## src/rtl/busy_end_pkg.sv

```systemverilog
package busy_end_pkg;
  localparam int unsigned BIT_DTO  = 2;
  localparam int unsigned BIT_BUSY = 20;
  localparam int unsigned BIT_BEND = 21;

  localparam int unsigned REG_STATUS = 0;
  localparam int unsigned REG_MASK   = 1;
  localparam int unsigned REG_CLEAR  = 2;
  localparam int unsigned REG_TIMER  = 3;

  typedef enum logic [1:0] {
    ST_IDLE = 2'd0,
    ST_RESP = 2'd1,
    ST_BUSY = 2'd2
  } wait_st_e;
endpackage

```

## src/rtl/bsy_sync.sv

```systemverilog
module bsy_sync #(
  parameter int unsigned STAGES = 2
) (
  input  logic clk_i,
  input  logic rst_ni,
  input  logic d_i,
  output logic q_o
);
  logic [STAGES-1:0] sh_q;

  generate
    if (STAGES == 1) begin : g_one
      always_ff @(posedge clk_i or negedge rst_ni)
        if (!rst_ni) sh_q <= '1;
        else         sh_q <= d_i;
    end else begin : g_many
      always_ff @(posedge clk_i or negedge rst_ni)
        if (!rst_ni) sh_q <= '1;
        else         sh_q <= {sh_q[STAGES-2:0], d_i};
    end
  endgenerate

  assign q_o = sh_q[STAGES-1];
endmodule

```

## src/rtl/bsy_timer.sv

```systemverilog
module bsy_timer #(
  parameter int unsigned TW = 32,
  parameter logic [TW-1:0] DEF_TICKS = TW'(1)
) (
  input  logic          clk_i,
  input  logic          rst_ni,
  input  logic          load_i,
  input  logic [TW-1:0] load_val_i,
  input  logic          run_i,
  input  logic          tick_i,
  output logic          zero_o
);
  logic [TW-1:0] cnt_q;

  always_ff @(posedge clk_i or negedge rst_ni) begin
    if (!rst_ni)                           cnt_q <= '0;
    else if (load_i)                       cnt_q <= (load_val_i == '0) ? DEF_TICKS : load_val_i;
    else if (run_i && tick_i && cnt_q != '0) cnt_q <= cnt_q - TW'(1);
  end

  assign zero_o = (cnt_q == '0);


  stop_at_zero_chk: assert property (@(posedge clk_i) disable iff (!rst_ni)
    (cnt_q == '0 && !load_i) |=> (cnt_q == '0));


  default_load_chk: assert property (@(posedge clk_i) disable iff (!rst_ni)
    (load_i && load_val_i == '0) |=> (cnt_q == DEF_TICKS));
endmodule

```

## src/rtl/bsy_fsm.sv

```systemverilog
module bsy_fsm
  import busy_end_pkg::*;
(
  input  logic clk_i,
  input  logic rst_ni,
  input  logic start_i,
  input  logic resp_i,
  input  logic crc_i,
  input  logic tmo_i,
  input  logic busy_i,
  input  logic zero_i,
  output logic load_o,
  output logic run_o,
  output logic end_evt_o,
  output logic dto_evt_o,
  output logic done_o
);
  wait_st_e st_q, st_d;
  logic busy_d_q, fall, err, done_d, done_q;

  assign fall = busy_d_q & ~busy_i;
  assign err  = crc_i | tmo_i;

  always_comb begin
    st_d      = st_q;
    load_o    = 1'b0;
    end_evt_o = 1'b0;
    dto_evt_o = 1'b0;
    done_d    = 1'b0;
    case (st_q)
      ST_IDLE: if (start_i) begin
        st_d   = ST_RESP;
        load_o = 1'b1;
      end
      ST_RESP: begin
        if (err) st_d = ST_IDLE;
        else if (zero_i) begin
          dto_evt_o = 1'b1;
          st_d      = ST_IDLE;
        end else if (resp_i) begin
          if (busy_i) st_d = ST_BUSY;
          else begin
            done_d = 1'b1;
            st_d   = ST_IDLE;
          end
        end
      end
      ST_BUSY: begin
        if (err) st_d = ST_IDLE;
        else if (zero_i) begin
          dto_evt_o = 1'b1;
          st_d      = ST_IDLE;
        end else if (fall) begin
          end_evt_o = 1'b1;
          done_d    = 1'b1;
          st_d      = ST_IDLE;
        end
      end
      default: st_d = ST_IDLE;
    endcase
  end

  always_ff @(posedge clk_i or negedge rst_ni) begin
    if (!rst_ni) begin
      st_q     <= ST_IDLE;
      busy_d_q <= 1'b0;
      done_q   <= 1'b0;
    end else begin
      st_q     <= st_d;
      busy_d_q <= busy_i;
      done_q   <= done_d;
    end
  end

  assign run_o  = (st_q != ST_IDLE);
  assign done_o = done_q;


  err_abort_chk: assert property (@(posedge clk_i) disable iff (!rst_ni)
    ((st_q != ST_IDLE) && (crc_i || tmo_i)) |=> (st_q == ST_IDLE && !done_o));


  no_busy_done_chk: assert property (@(posedge clk_i) disable iff (!rst_ni)
    (st_q == ST_RESP && resp_i && !busy_i && !crc_i && !tmo_i && !zero_i) |=> done_o);


  done_pulse_chk: assert property (@(posedge clk_i) disable iff (!rst_ni)
    done_o |=> !done_o);


  idle_no_end_chk: assert property (@(posedge clk_i) disable iff (!rst_ni)
    (st_q == ST_IDLE) |-> !end_evt_o);
endmodule

```

## src/rtl/bsy_regs.sv

```systemverilog
module bsy_regs
  import busy_end_pkg::*;
#(
  parameter int unsigned ADDR_W = 2,
  parameter int unsigned TW     = 32
) (
  input  logic              clk_i,
  input  logic              rst_ni,
  input  logic              we_i,
  input  logic [ADDR_W-1:0] addr_i,
  input  logic [31:0]       wdata_i,
  input  logic              busy_i,
  input  logic              end_evt_i,
  input  logic              dto_evt_i,
  output logic [31:0]       rdata_o,
  output logic              irq_o,
  output logic [TW-1:0]     tmr_load_o
);
  logic bend_q, dto_q, msk_bend_q, msk_dto_q;
  logic [TW-1:0] tmr_q;
  logic wr_mask, wr_clr, wr_tmr;

  assign wr_mask = we_i && (addr_i == ADDR_W'(REG_MASK));
  assign wr_clr  = we_i && (addr_i == ADDR_W'(REG_CLEAR));
  assign wr_tmr  = we_i && (addr_i == ADDR_W'(REG_TIMER));

  always_ff @(posedge clk_i or negedge rst_ni) begin
    if (!rst_ni) begin
      bend_q     <= 1'b0;
      dto_q      <= 1'b0;
      msk_bend_q <= 1'b0;
      msk_dto_q  <= 1'b0;
      tmr_q      <= '0;
    end else begin
      // set has priority over a same-cycle clear
      if (end_evt_i)                       bend_q <= 1'b1;
      else if (wr_clr && wdata_i[BIT_BEND]) bend_q <= 1'b0;
      if (dto_evt_i)                       dto_q  <= 1'b1;
      else if (wr_clr && wdata_i[BIT_DTO])  dto_q  <= 1'b0;
      if (wr_mask) begin
        msk_bend_q <= wdata_i[BIT_BEND];
        msk_dto_q  <= wdata_i[BIT_DTO];
      end
      if (wr_tmr) tmr_q <= wdata_i[TW-1:0];
    end
  end

  always_comb begin
    rdata_o = '0;
    if (addr_i == ADDR_W'(REG_STATUS)) begin
      rdata_o[BIT_DTO]  = dto_q;
      rdata_o[BIT_BUSY] = busy_i;
      rdata_o[BIT_BEND] = bend_q;
    end else if (addr_i == ADDR_W'(REG_MASK)) begin
      rdata_o[BIT_DTO]  = msk_dto_q;
      rdata_o[BIT_BEND] = msk_bend_q;
    end else if (addr_i == ADDR_W'(REG_TIMER)) begin
      rdata_o[TW-1:0] = tmr_q;
    end
  end

  assign irq_o      = (bend_q & msk_bend_q) | (dto_q & msk_dto_q);
  assign tmr_load_o = tmr_q;


  bend_set_chk: assert property (@(posedge clk_i) disable iff (!rst_ni)
    end_evt_i |=> bend_q);


  dto_set_chk: assert property (@(posedge clk_i) disable iff (!rst_ni)
    dto_evt_i |=> dto_q);


  bend_clr_chk: assert property (@(posedge clk_i) disable iff (!rst_ni)
    (wr_clr && wdata_i[BIT_BEND] && !end_evt_i) |=> !bend_q);


  sticky_hold_chk: assert property (@(posedge clk_i) disable iff (!rst_ni)
    (bend_q && !wr_clr) |=> bend_q);
endmodule

```

## src/rtl/busy_end_detect.sv

```systemverilog
module busy_end_detect
  import busy_end_pkg::*;
#(
  parameter int unsigned ADDR_W      = 2,
  parameter int unsigned TIMER_W     = 32,
  parameter int unsigned SYNC_STAGES = 2,
  parameter int unsigned DEF_MS      = 10000,
  parameter int unsigned CCLK_KHZ    = 400
) (
  input  logic              clk_i,
  input  logic              rst_ni,
  input  logic              cclk_en_i,
  input  logic              dat0_i,
  input  logic              cmd_start_i,
  input  logic              resp_done_i,
  input  logic              cmd_crc_fail_i,
  input  logic              cmd_timeout_i,
  input  logic              reg_we_i,
  input  logic [ADDR_W-1:0] reg_addr_i,
  input  logic [31:0]       reg_wdata_i,
  output logic [31:0]       reg_rdata_o,
  output logic              irq_o,
  output logic              done_o
);
  localparam logic [TIMER_W-1:0] DEF_TICKS = TIMER_W'(DEF_MS * CCLK_KHZ);

  logic dat0_s, busy_live;
  logic load, run, zero, end_evt, dto_evt;
  logic [TIMER_W-1:0] tmr_load;

  bsy_sync #(.STAGES(SYNC_STAGES)) u_sync (
    .clk_i(clk_i), .rst_ni(rst_ni), .d_i(dat0_i), .q_o(dat0_s)
  );

  assign busy_live = ~dat0_s;

  bsy_timer #(.TW(TIMER_W), .DEF_TICKS(DEF_TICKS)) u_timer (
    .clk_i(clk_i), .rst_ni(rst_ni), .load_i(load), .load_val_i(tmr_load),
    .run_i(run), .tick_i(cclk_en_i), .zero_o(zero)
  );

  bsy_fsm u_fsm (
    .clk_i(clk_i), .rst_ni(rst_ni), .start_i(cmd_start_i), .resp_i(resp_done_i),
    .crc_i(cmd_crc_fail_i), .tmo_i(cmd_timeout_i), .busy_i(busy_live), .zero_i(zero),
    .load_o(load), .run_o(run), .end_evt_o(end_evt), .dto_evt_o(dto_evt), .done_o(done_o)
  );

  bsy_regs #(.ADDR_W(ADDR_W), .TW(TIMER_W)) u_regs (
    .clk_i(clk_i), .rst_ni(rst_ni), .we_i(reg_we_i), .addr_i(reg_addr_i),
    .wdata_i(reg_wdata_i), .busy_i(busy_live), .end_evt_i(end_evt), .dto_evt_i(dto_evt),
    .rdata_o(reg_rdata_o), .irq_o(irq_o), .tmr_load_o(tmr_load)
  );


  live_no_irq_chk: assert property (@(posedge clk_i) disable iff (!rst_ni)
    ($changed(busy_live) && !end_evt && !dto_evt && !reg_we_i) |=> $stable(irq_o));
endmodule

```

## config.mk

```make
export PLATFORM = sky130hd
export DESIGN_NAME = busy_end_detect
export DESIGN_NICKNAME = d
export VERILOG_FILES = /design/src/rtl/busy_end_pkg.sv /design/src/rtl/bsy_sync.sv /design/src/rtl/bsy_timer.sv /design/src/rtl/bsy_fsm.sv /design/src/rtl/bsy_regs.sv /design/src/rtl/busy_end_detect.sv
export SDC_FILE = /design/constraint.sdc
export NUM_CORES = 1
export LEC_CHECK = 0
export ABC_CLOCK_PERIOD_IN_PS = 2570
export BUFFER_PORTS_ARGS = -buffer_cell sky130_fd_sc_hd__clkbuf_2
export CAP_MARGIN = 40
export CORE_MARGIN = 10
export CORE_UTILIZATION = 45
export DETAILED_ROUTE_END_ITERATION = 12
export GPL_ROUTABILITY_DRIVEN = 0
export PLACE_DENSITY = 0.65
export SKIP_LAST_GASP = 1
export SYNTH_ARGS = -nofsm -noshare
export SYNTH_HDL_FRONTEND = slang
export SYNTH_SLANG_ARGS = --single-unit
```

## constraint.sdc

```tcl
create_clock -name clk_i -period 2.57 [get_ports clk_i]
set_input_delay 0.257 -clock clk_i [delete_from_list [all_inputs] [get_ports clk_i]]
set_output_delay 0.257 -clock clk_i [all_outputs]
set_load 0.05 [all_outputs]
```

==> results.txt, run 1 <==
The flow ran to the end, and the final reports show no timing, DRC or antenna violations. For this run, design rule violations remaining after detail routing come to 0. The clock power share is 0.224. The worst register-to-register path has a depth of 5. Before antenna repair, the detailed router went through 5 iterations. The cell type with the highest aggregate area in the netlist is sky130_fd_sc_hd__dfrtp_1.

The effective utilization at floorplan was 0.457. The final routed wirelength across all metal layers is 12000 µm. After detailed routing, the average wire length per cell comes to 19.5 µm. The run gives 2.60 ns as the data arrival time at the worst-slack endpoint.

Following the worst setup path forward leads to its endpoint at u_timer.cnt_q[27]. The number of synthesized register bits is 74. The run gives 0 as the number of antenna violations at the first check in global routing. The run gives 2.16 nW as the standby leakage power. By count the netlist is led by 72 x sky130_fd_sc_hd__dfrtp_1, 34 x sky130_fd_sc_hd__mux2_2, 33 x sky130_fd_sc_hd__nor2_1, 30 x sky130_fd_sc_hd__and3_1, 23 x sky130_fd_sc_hd__nand2_1.

VDD sags by at most 482 µV. Signed area change from the synthesized netlist to the final layout: 19.9%. The share of power burned in registers is 0.438, and the number of sinks driven by the clock tree is 74.

The share of the clock period used by the worst path after layout works out to 0.921. The uppermost signal routing layer after detailed routing was met4. The tools report the share of synthesized area occupied by flip-flops and latches as 0.445. 77 I/O pins were placed. Summed over all nets, wire length on met2 after detailed routing comes to 5510 µm. The power share of the combinational group is 0.338. The tool flagged a number of max-cap violations equal to 0.

In this run, CTS created clock tree buffers numbering 9. The count of nets left with antenna violations once routing finished came out at 0. Maximum clock skew at final layout: 0.0113 ns. In the synthesized netlist the dominant register cell turns out to be sky130_fd_sc_hd__dfrtp_1. The post-synthesis instance area was 4170 µm². Synthesis handed over a netlist of 415 instances.

The switching part of the total power came out at 0.399. The logs give 1.81 mW for the switching component of the power and 0 for the count of synthesis-stage warnings from yosys. The share of synthesized flip-flops with an asynchronous set or reset was 1.00; the count of different cell masters after synthesis was 61.

After detailed routing, the met3 layer carries 929 µm of wire. Final-report setup violation count: 0. Measured along the y axis, the die boundary spans 116 µm.

Data on the critical path is required at its endpoint by 2.80 ns. Static timing analysis puts the maximum clock frequency at 423 MHz. Post-CTS repair changed the size of 0 cells.

The total overflow left after global routing is 0. Summed over all nets, the half-perimeter wirelength after detailed placement is 8870 µm. The ratio of cells with drive above 1 in the final layout is 0.321. The routed layout has 3808 vias. The path class of the tightest hold or removal check is input port to register. Setup repair after global routing left no endpoint under its margin.

Counting every net in the synthesized netlist gives 463. The logs give 0 for the antenna diode count and 825 for the layout filler cell count. The source of the worst register-to-register timing path is u_timer.cnt_q[16].

The count of flip-flops with a built-in enable after synthesis was 0; the via count of the first global-routing pass was 3860. Library cell with the highest instance count after synthesis: sky130_fd_sc_hd__dfrtp_1. The overall routing resource usage was 0.180.

Net count reported at finish: 548. The first global-routing pass estimated 19500 µm of wire. At the pin with the least slew margin, the transition time is 0.757 ns.

After clock tree synthesis, the clock-pin slew on the worst setup and hold paths is 0.09 ns. The setup check on the worst reg-to-reg path leaves a slack of 0.20 ns. After synthesis, the cell types taking the most area are sky130_fd_sc_hd__dfrtp_1 43%, sky130_fd_sc_hd__mux2_2 9.2%, sky130_fd_sc_hd__and3_1 4.5%, sky130_fd_sc_hd__nor4_1 3.0%, sky130_fd_sc_hd__nor2_1 3.0%. After detailed routing, the wire length on met1 is 5400 µm. The number of input and output port buffers inserted was 76. The summed negative setup slack over all endpoints is 0 ns, and the synthesized area divided by synthesized cell count is 10.0 µm². The internal power of the cells totals 2.73 mW.

The type of the setup path with the least slack is register to register. The share of the synthesized area in the top cell type came out at 0.432. The tools report the maximum clock insertion buffer count as 2. The max-slew headroom at the worst pin was 0.496; the maximum number of pins on one net before global-route repair was 52.

The tools report the final number of hold-violating endpoints as 0. Area of the die: 13500 µm². In this run the worst path has a maximum fanout of 13.

The worst setup path is captured at a register. The tools report the source-to-sink clock delay at the later pin of the worst-skew pair as 0.35 ns. The H-tree generated during clock tree synthesis spans 3 levels. For this block, the initial DRC count from the detailed router was 321. For this design the ratio of total power to cell area is 907 nW/µm². The endpoint identified for the worst register-to-register timing path is u_timer.cnt_q[27]. The tools report the count of final max-slew check failures as 0. The worst setup path is launched from a register.

TritonCTS built the clock tree. The average via count per standard cell came out at 6.18. The count of standard-cell rows was 35; the post-route minimum period was 2.37 ns. In this run the worst setup path begins at u_timer.cnt_q[16].

The final-layout worst hold slack was 0.128 ns; the width of the die was 116 µm. The tools report the clock root buffer master as sky130_fd_sc_hd__clkbuf_8. The total area inside the core boundary comes to 9110 µm².
## worst min-delay path by stage
stage / startpoint / endpoint / cells after the start
floorplan: rst_ni / u_fsm.busy_d_q / 0
global placement: dat0_i / u_sync.sh_q[0] / 1
detailed placement: rst_ni / u_timer.cnt_q[18] / 1
CTS: reg_wdata_i[8] / u_regs.tmr_load_o[8] / 2
global route: reg_wdata_i[14] / u_regs.tmr_load_o[14] / 2
finish: reg_wdata_i[8] / u_regs.tmr_load_o[8] / 2
## kinds of logic after synthesis
logic type / synth area share
simple gates: 0.253
buf+inv: 0.0330
mux: 0.106
flops: 0.445
fa+ha+maj: 0.0150
compound gates: 0.148
## power groups by stage
stage          Combinational [mW]  Sequential (mW)  Clock (mW)
6_report                     1.53             1.98        1.02
3_3_place_gp                 1.49             1.96           0
4_1_cts                      1.53             1.96        1.03
5_1_grt                      1.69             2.04        1.08
2_1_floorplan                1.14             1.85           0
3_5_place_dp                 1.52             1.98           0
## area by class of cell
| class | count | area [µm²] | area share |
|---|---|---|---|
| multi-input cells | 307 | 2170 | 0.435 |
| repair buffers | 98 | 573 | 0.115 |
| clock buffers | 10 | 128 | 0.0255 |
| inverters | 10 | 37.5 | 0.00751 |
| well taps | 111 | 139 | 0.0278 |
| flip-flops and latches | 74 | 1850 | 0.371 |
| clock inverters | 6 | 91.3 | 0.0183 |
## layer usage
metal	vias up	GRT usage
li1	1781	-
met1	1843	0.239
met2	167	0.278
met3	17	0.0519
met4	0	0.0525
met5	-	0
## metrics by stage
step / cell area, µm² / instances / total power, mW / utilization / setup slack, ns
floorplan: 4170 / 415 / 2.99 / - / 0.343
global placement: 4730 / 597 / 3.45 / 0.519 / 0.334
detailed placement: 4760 / 598 / 3.50 / 0.522 / 0.268
CTS: 5000 / 616 / 4.52 / 0.549 / 0.246
global route: 5000 / 616 / 4.81 / 0.549 / 0.0576
finish: 5000 / 616 / 4.53 / 0.549 / 0.203
## state kept, by name, indices dropped and copies added (netlist names)
register and count:
u_regs.tmr_load_o 32, u_timer.cnt_q 32, u_fsm.st_q 2, u_sync.sh_q 2
u_fsm.busy_d_q 1, u_fsm.done_o 1, u_regs.bend_q 1, u_regs.dto_q 1
u_regs.msk_bend_q 1, u_regs.msk_dto_q 1
## timing repair
item	4_1_cts	5_1_grt
hold endpoints to repair	24	0
hold buffers	2	0
buffers inserted	0	0
## critical path, cell delays in order (launching register included)
cell	delay, ns
sky130_fd_sc_hd__dfrtp_1	0.45
sky130_fd_sc_hd__nor4_1	0.50
sky130_fd_sc_hd__nand4_1	0.27
sky130_fd_sc_hd__o31a_1	0.56
sky130_fd_sc_hd__a311oi_1	0.37
sky130_fd_sc_hd__nor3_1	0.10
## cell usage in the layout, fill, tap and decap left out, types with 6 or more instances in the layout
cell type                   n
sky130_fd_sc_hd__nor3_1    15
sky130_fd_sc_hd__dfrtp_1   72
sky130_fd_sc_hd__and3_1    30
sky130_fd_sc_hd__inv_1     10
sky130_fd_sc_hd__buf_4     20
sky130_fd_sc_hd__o21ai_0    9
sky130_fd_sc_hd__or4_1      9
sky130_fd_sc_hd__nand2_1   23
sky130_fd_sc_hd__clkbuf_2  75
sky130_fd_sc_hd__a32o_1     6
sky130_fd_sc_hd__o211ai_1   8
sky130_fd_sc_hd__clkbuf_8   9
sky130_fd_sc_hd__nor2_1    33
sky130_fd_sc_hd__a31oi_1    6
sky130_fd_sc_hd__nand3_1   10
sky130_fd_sc_hd__o31ai_1    8
sky130_fd_sc_hd__nor4_1    20
sky130_fd_sc_hd__or3_1      9
sky130_fd_sc_hd__mux2i_1    6
sky130_fd_sc_hd__mux2_2    34
Power figures use the tool's default switching activity.
==> inputs of run 2 (changes only) <==
--- a/config.mk
+++ b/config.mk
@@ -8,8 +8,10 @@
 export ABC_CLOCK_PERIOD_IN_PS = 2570
 export BUFFER_PORTS_ARGS = -buffer_cell sky130_fd_sc_hd__clkbuf_2
 export CAP_MARGIN = 40
+export CORE_ASPECT_RATIO = 0.5
 export CORE_MARGIN = 10
 export CORE_UTILIZATION = 45
+export CTS_BUF_LIST = sky130_fd_sc_hd__clkbuf_8
 export DETAILED_ROUTE_END_ITERATION = 12
 export GPL_ROUTABILITY_DRIVEN = 0
 export PLACE_DENSITY = 0.65
==> results.txt, run 2 (same netlist as run 1, synthesis figures left out) <==
For the remaining antenna violation count after routing, the log shows 0 (unchanged). The critical path goes through nor4_1, nand4_1, buf_4, nor3_2, buf_4, nor4_1, a311o_1. Area taken by multi-input logic gates: 2170 µm² (unchanged).

The met2 track demand over resource is 0.240 (-0.0379), and the area of the die is 13700 µm² (+1.7%). Setup repair after global routing left no endpoint under its margin. For the final number of hold-violating endpoints, the log shows 0 (unchanged). Final routed wire length divided by cell count: 20.1 µm (+3.3%).

Number of stages on the worst hold path: 2 (unchanged). The antenna diode count is 0 (unchanged), and the share of the clock period used by the worst path after layout is 0.918 (-0.00290). The maximum clock skew at final layout came out at 0.0100 ns (-0.00122 ns). The cell depth of the worst flop-to-flop path works out to 7 (+2). Standby leakage power: 2.18 nW (+1.1%). The type of the setup path with the least slack was register to register. The number of H-tree branching levels came out at 3 (unchanged). Worst-path cell with the longest stage delay: sky130_fd_sc_hd__nor4_1.

The CTS buffer count was 9 (unchanged). Register cell area after layout: 1850 µm² (unchanged). TritonCTS built the clock tree.

The net count reported at finish is 556 (+1.5%), and the total congestion overflow after global routing is 0 (unchanged). The largest incremental delay on the critical path came out at 0.48 ns (-0.08 ns). For the count of final max-slew check failures, the log shows 0 (unchanged).

The tools report the count of boundary I/O pins as 77 (unchanged). For the detailed-route via count, the log shows 3842 (+0.89%). The power density over the cells is 884 nW/µm² (-2.5%).

Global-route layer with the greatest usage: met1. The flow ran to the end, and the final reports show no timing, DRC or antenna violations. The met3 track demand over resource in global routing is 0.0646 (+0.0127). The number of buffer and inverter instances along the worst setup path was 2 (+2).

The clock-pin transition on the worst setup and hold timing paths came out at 0.09 ns (about the same). The number of sinks driven by the clock tree came out at 74 (unchanged). Relative to the synthesized area, the layout overhead comes to 20.9%.

The chip height is 88.0 µm (-24%). The overall routing resource usage was 0.187 (+0.00777); the effective utilization at floorplan was 0.470 (+0.0129). The final-report setup violation count came out at 0 (unchanged).

The critical-path maximum fanout came out at 7 (-6). The width of the die was 156 µm (+34%); the highest ir drop seen on vdd was 401 µV (-17%). For the routing usage on met1, the log shows 0.284 (+0.0452). The min-delay analysis places its worst path in the category input port to register. The number of gates given a new drive strength after cts is 0 (unchanged). Leaving out fill and tap cells, the most frequent cells in the layout are 75 x sky130_fd_sc_hd__clkbuf_2, 72 x sky130_fd_sc_hd__dfrtp_1, 34 x sky130_fd_sc_hd__mux2_2.

The count of standard-cell rows was 24 (-31%). The logs give 0.530 (+0.0347) for the max-slew headroom at the worst pin and 2.62 ns (+0.02 ns) for the data arrival time at the worst-slack endpoint. For the maximum clock insertion buffer count, the log shows 2 (unchanged). The library cell used most frequently in the layout, excluding fill and tap cells, is sky130_fd_sc_hd__clkbuf_2. The via count of the first global-routing pass was 3618 (-6.3%). The cell depth of the worst setup path works out to 7 (+2). In this run the clock root is driven by a sky130_fd_sc_hd__clkbuf_8.

The number of design rule violations left after detail routing came out at 0 (unchanged). The ratio of cells with drive above 1 in the final layout works out to 0.331 (+0.0106). The number of input and output port buffers inserted works out to 76 (unchanged). The run gives 9380 µm (+5.6%) as the HPWL reported at the end of detailed placement. The critical path required time was 2.83 ns (+0.03 ns).

For the maximum achievable frequency, the log shows 424 MHz (+0.32%). The nature of the critical path startpoint was a register. The post-route minimum period works out to 2.36 ns (-0.00746 ns).

The logs give 0 ns (unchanged) for the summed negative setup slack over all endpoints and 0 (unchanged) for the number of antenna violations at the first check in global routing. The source-to-sink clock delay at the later pin of the worst-skew pair was 0.37 ns (+0.02 ns). The average via count per standard cell was 6.10 (-1.3%). The cell type group with the largest total delay on the critical path is simple AND/OR/NAND/NOR gates.

The tools report the maximum number of pins on one net before global-route repair as 65 (+25%). The run gives 0.106 ns (-0.0219 ns) as the final-layout worst hold slack. The slew of the pin with the lowest slew margin is 0.697 ns (-0.0595 ns), and the core region area is 8860 µm² (-2.7%). For the number of DRC markers after the initial detailed-route iteration, the log shows 444 (+38%).

The length of the first detailed-routing pass in iterations was 5 (unchanged); the layout filler cell count was 763 (-7.5%). STA classifies the critical path endpoint as a register. The tools report the final routed wirelength across all metal layers as 12700 µm (+5.7%). For the global-route wire length before repair, the log shows 20200 µm (+3.5%). Max-cap check violation count: 0 (unchanged).
[run 2: cell count changes in the layout (fill, tap and decap cells not counted), sizes merged]
cell | before | now
buf | 21 | 29
bufinv | 2 | 0
inv | 11 | 13
clkbuf | 85 | 84
clkinvlp | 0 | 1
[run 2: through the flow]
step           power (mW)  cell area (µm²)  std cells  worst slack [ns]  utilization
6_report             4.46             5040        630             0.211        0.569
5_1_grt              4.72             5040        630           0.00716        0.569
4_1_cts              4.43             5010        626             0.172        0.565
3_5_place_dp         3.57             4810        608             0.219        0.543
3_3_place_gp         3.54             4780        607             0.193        0.540
2_1_floorplan        2.99             4170        415             0.343            -
[run 2: worst reg2reg max path: cells and delay by family (launching register included)]
family / cells / cell delay [ns]
simple gates: 4 / 1.05
buf+inv: 2 / 0.43
compound gates: 1 / 0.31
flops: 1 / 0.45
[run 2: layer usage]
metal | routed length, µm | vias to the layer above
met2 | 4870 | 173
met4 | 156 | 0
met1 | 6570 | 1864
met5 | 0 | -
li1 | - | 1791
met3 | 1100 | 14
[run 2: path summary, 6_finish.rpt]
check,start,to,slack [ns]
max in group asynchronous,rst_ni,u_timer.cnt_q[18],1.74
hold / removal,reg_wdata_i[12],u_regs.tmr_load_o[12],0.11
setup / recovery,u_timer.cnt_q[16],u_timer.cnt_q[10],0.21
min in group asynchronous,rst_ni,u_regs.tmr_load_o[9],0.27
setup reg to reg,u_timer.cnt_q[16],u_timer.cnt_q[10],0.21
hold reg to reg,u_sync.sh_q[0],u_sync.sh_q[1],0.36
[run 2: power breakdown]
part / total, mW / leakage, nW / internal (mW) / switching, mW
clock network: 0.855 / 0.0916 / 0.359 / 0.497
registers: 1.97 / 0.871 / 1.52 / 0.451
logic: 1.63 / 1.22 / 0.701 / 0.928
[run 2: area by class of cell]
cell class | count | area share
Multi-Input combinational cell | 307 | 0.432
Clock buffer | 9 | 0.0246
Timing Repair Buffer | 106 | 0.128
Inverter | 10 | 0.00745
Tap cell | 117 | 0.0291
Sequential cell | 74 | 0.368
Clock inverter | 7 | 0.0109
[run 2: what timing repair did]
| item | CTS | global route |
|---|---|---|
| setup endpoints to repair | 0 | 3 |
| endpoints found under the hold margin | 11 | 0 |
| setup buffers | 0 | 4 |
| hold buffers | 2 | 0 |
==> inputs of run 3 (changes only) <==
--- a/config.mk
+++ b/config.mk
@@ -5,7 +5,7 @@
 export SDC_FILE = /design/constraint.sdc
 export NUM_CORES = 1
 export LEC_CHECK = 0
-export ABC_CLOCK_PERIOD_IN_PS = 2570
+export ABC_CLOCK_PERIOD_IN_PS = 2200
 export BUFFER_PORTS_ARGS = -buffer_cell sky130_fd_sc_hd__clkbuf_2
 export CAP_MARGIN = 40
 export CORE_ASPECT_RATIO = 0.5
==> constraint.sdc (replaced) <==
create_clock -name clk_i -period 2.2 [get_ports clk_i]
set_input_delay 0.22 -clock clk_i [delete_from_list [all_inputs] [get_ports clk_i]]
set_output_delay 0.22 -clock clk_i [all_outputs]
set_load 0.05 [all_outputs]
==> results.txt, run 3 (same netlist as run 1, synthesis figures left out) <==
The flow ran to the end, and the final reports show no timing, DRC or antenna violations. The max-cap check violation count came out at 0 (unchanged). The tools report the hold path startpoint as reg_wdata_i[3]. The tools report the final number of hold-violating endpoints as 0 (unchanged).

The post-route minimum period was 2.12 ns (-0.236 ns). The max-slew headroom at the worst pin was 0.659 (+0.129); the standby leakage power was 2.40 nW (+9.8%). The antenna diode count is 0 (unchanged). The source of the worst register-to-register timing path is u_timer.cnt_q[23]. The HPWL reported at the end of detailed placement was 10200 µm (+8.8%). The number of buffer and inverter instances along the worst setup path is 4 (+2), and the number of input and output port buffers inserted is 76 (unchanged). Chip height: 88.0 µm (unchanged).

The library cell used most frequently in the layout, excluding fill and tap cells, is sky130_fd_sc_hd__clkbuf_2. The logs give 0.00825 ns (-0.00178 ns) for the maximum clock skew at final layout and 0 (unchanged) for the number of antenna violations at the first check in global routing. Final-report setup violation count: 0 (unchanged). The run gives 0.201 (+0.0138) as the overall routing resource usage. The logs give 24 (unchanged) for the count of standard-cell rows and 4031 (+4.9%) for the detailed-route via count. The global-route wire length before repair was 21900 µm (+8.5%); the power density over the cells was 1030 nW/µm² (+16%). The largest incremental delay on the critical path came out at 0.42 ns (-0.06 ns).

The average via count per standard cell was 6.00 (-1.6%). The effective utilization at floorplan is 0.470 (unchanged). For the number of sinks driven by the clock tree, the log shows 74 (unchanged). Relative to the synthesized area, the layout overhead comes to 29.9%. The uppermost signal routing layer after detailed routing was met4.

The length of the first detailed-routing pass in iterations is 5 (unchanged). Source-to-sink clock delay at the later pin of the worst-skew pair: 0.36 ns (about the same). The slew of the pin with the lowest slew margin is 0.507 ns (-0.190 ns), and the area taken by multi-input logic gates is 2220 µm² (+2.0%). The run gives 0 (unchanged) as the remaining antenna violation count after routing. The top cell types in the final layout, fill and taps aside, are 75 x sky130_fd_sc_hd__clkbuf_2, 72 x sky130_fd_sc_hd__dfrtp_1, 67 x sky130_fd_sc_hd__buf_4. The number of H-tree branching levels was 3 (unchanged); the summed negative setup slack over all endpoints was 0 ns (unchanged). For the maximum achievable frequency, the log shows 471 MHz (+11%).

Total length of routed met3 wires: 1210 µm (+10%). The critical path goes through nor4_2, buf_4, nand4b_1, buf_6, nor3_2, buf_4, buf_4, or2_2, a311o_1. The logs give 0 (unchanged) for the count of final max-slew check failures and 2 (unchanged) for the maximum clock insertion buffer count.

The path class of the tightest hold or removal check is input port to register. Setup repair after global routing could not meet its margin everywhere. The number of DRC markers after the initial detailed-route iteration was 408 (-8.1%).

The maximum number of pins on one net before global-route repair was 42 (-35%). The run gives 3983 (+10%) as the via count of the first global-routing pass. The most critical setup path has its startpoint at u_timer.cnt_q[23]. The highest ir drop seen on vdd is 532 µV (+33%).

Final routed wirelength across all metal layers: 13600 µm (+7.1%). For the number of placed instances with taps included, the log shows 649 (+6.7%). Counting stages on the worst path, the most repeated cell is sky130_fd_sc_hd__buf_4. Final routed wire length divided by cell count: 20.2 µm (+0.36%).

The logs give 0 (unchanged) for the total congestion overflow after global routing and 1850 µm² (unchanged) for the register cell area after layout. The critical path in this run is classified as register to register. TritonCTS built the clock tree.

The logs give 77 (unchanged) for the count of boundary I/O pins and 2.37 ns (-0.25 ns) for the data arrival time at the worst-slack endpoint. The core region area was 8860 µm² (unchanged); the wire length the detailed router placed on met1 was 6860 µm (+4.5%). The sort of element at the end of the critical path was a register. The run gives 774 (+1.4%) as the layout filler cell count. The ratio of cells with drive above 1 in the final layout came out at 0.396 (+0.0650).

The slowest stage of the critical path is the sky130_fd_sc_hd__dfrtp_1 cell. The share of the clock period used by the worst path after layout is 0.965 (+0.0470). Routed length on met2: 5400 µm (+11%).

The area of the die came out at 13700 µm² (unchanged). The nature of the critical path startpoint was a register. The clock root buffer master is sky130_fd_sc_hd__clkbuf_8. Number of design rule violations left after detail routing: 0 (unchanged). The number of standard cells in the final layout excluding fillers is 672 (+6.7%), and the clock-pin transition on the worst setup and hold timing paths is 0.09 ns (about the same). Net count reported at finish: 598 (+7.6%). The width of the die works out to 156 µm (unchanged). The cell type group with the largest total delay on the critical path is simple AND/OR/NAND/NOR gates. The critical-path maximum fanout came out at 7 (unchanged).

The CTS buffer count is 9 (unchanged), and the critical path required time is 2.44 ns (-0.39 ns).
## run 3: cell types whose count changed in the layout (fill, tap and decap cells not counted), sizes merged
cell      change
clkinvlp      +1
buf          +42
clkinv        -1
inv           -1
clkbuf        +1
## run 3: layer usage
metal  vias up  track usage
met5         -            0
met4         0       0.0375
met3        14       0.0675
met2       160        0.275
met1      1982        0.298
li1       1875            -
## run 3: per-stage QoR
| stage | total power [mW] | hold WS [ns] | setup WS, ns | cell area (µm²) | utilization |
|---|---|---|---|---|---|
| floorplan | 3.49 | -0.0756 | 0.00822 | 4170 | - |
| global placement | 4.41 | 0.193 | 0.104 | 5120 | 0.578 |
| detailed placement | 4.45 | 0.197 | 0.0454 | 5120 | 0.578 |
| CTS | 5.48 | 0.0743 | 0.0392 | 5330 | 0.602 |
| global route | 5.93 | 0.0753 | -0.0290 | 5410 | 0.611 |
| finish | 5.56 | 0.0880 | 0.0768 | 5410 | 0.611 |
## run 3: where the power goes
| group | leakage [nW] | switching [mW] | internal (mW) | total [mW] |
|---|---|---|---|---|
| Sequential | 0.871 | 0.441 | 1.78 | 2.22 |
| Combinational | 1.44 | 1.28 | 1.05 | 2.33 |
| Clock | 0.0895 | 0.570 | 0.452 | 1.02 |
## run 3: final timing paths
kind	end	depth (start not counted)	slack (ns)
min reg2reg	u_sync.sh_q[1]	0	0.37
max in group asynchronous	u_timer.cnt_q[31]	3	1.24
max reg2reg	u_timer.cnt_q[10]	9	0.08
min in group asynchronous	u_regs.tmr_load_o[15]	2	0.35
min	u_regs.tmr_load_o[3]	2	0.09
max	u_timer.cnt_q[10]	9	0.08
## run 3: area by class of cell
type,instances,share of cell area
Multi-Input combinational cell,307,0.410
Sequential cell,74,0.343
Timing Repair Buffer,148,0.179
Tap cell,117,0.0270
Clock buffer,10,0.0254
Clock inverter,6,0.00925
Inverter,10,0.00693
## run 3: timing repair
action,CTS,global route
gates resized for setup,0,10
endpoints found under the hold margin,32,0
endpoints found under the setup margin,0,17
setup buffers,0,5
hold buffers,2,0
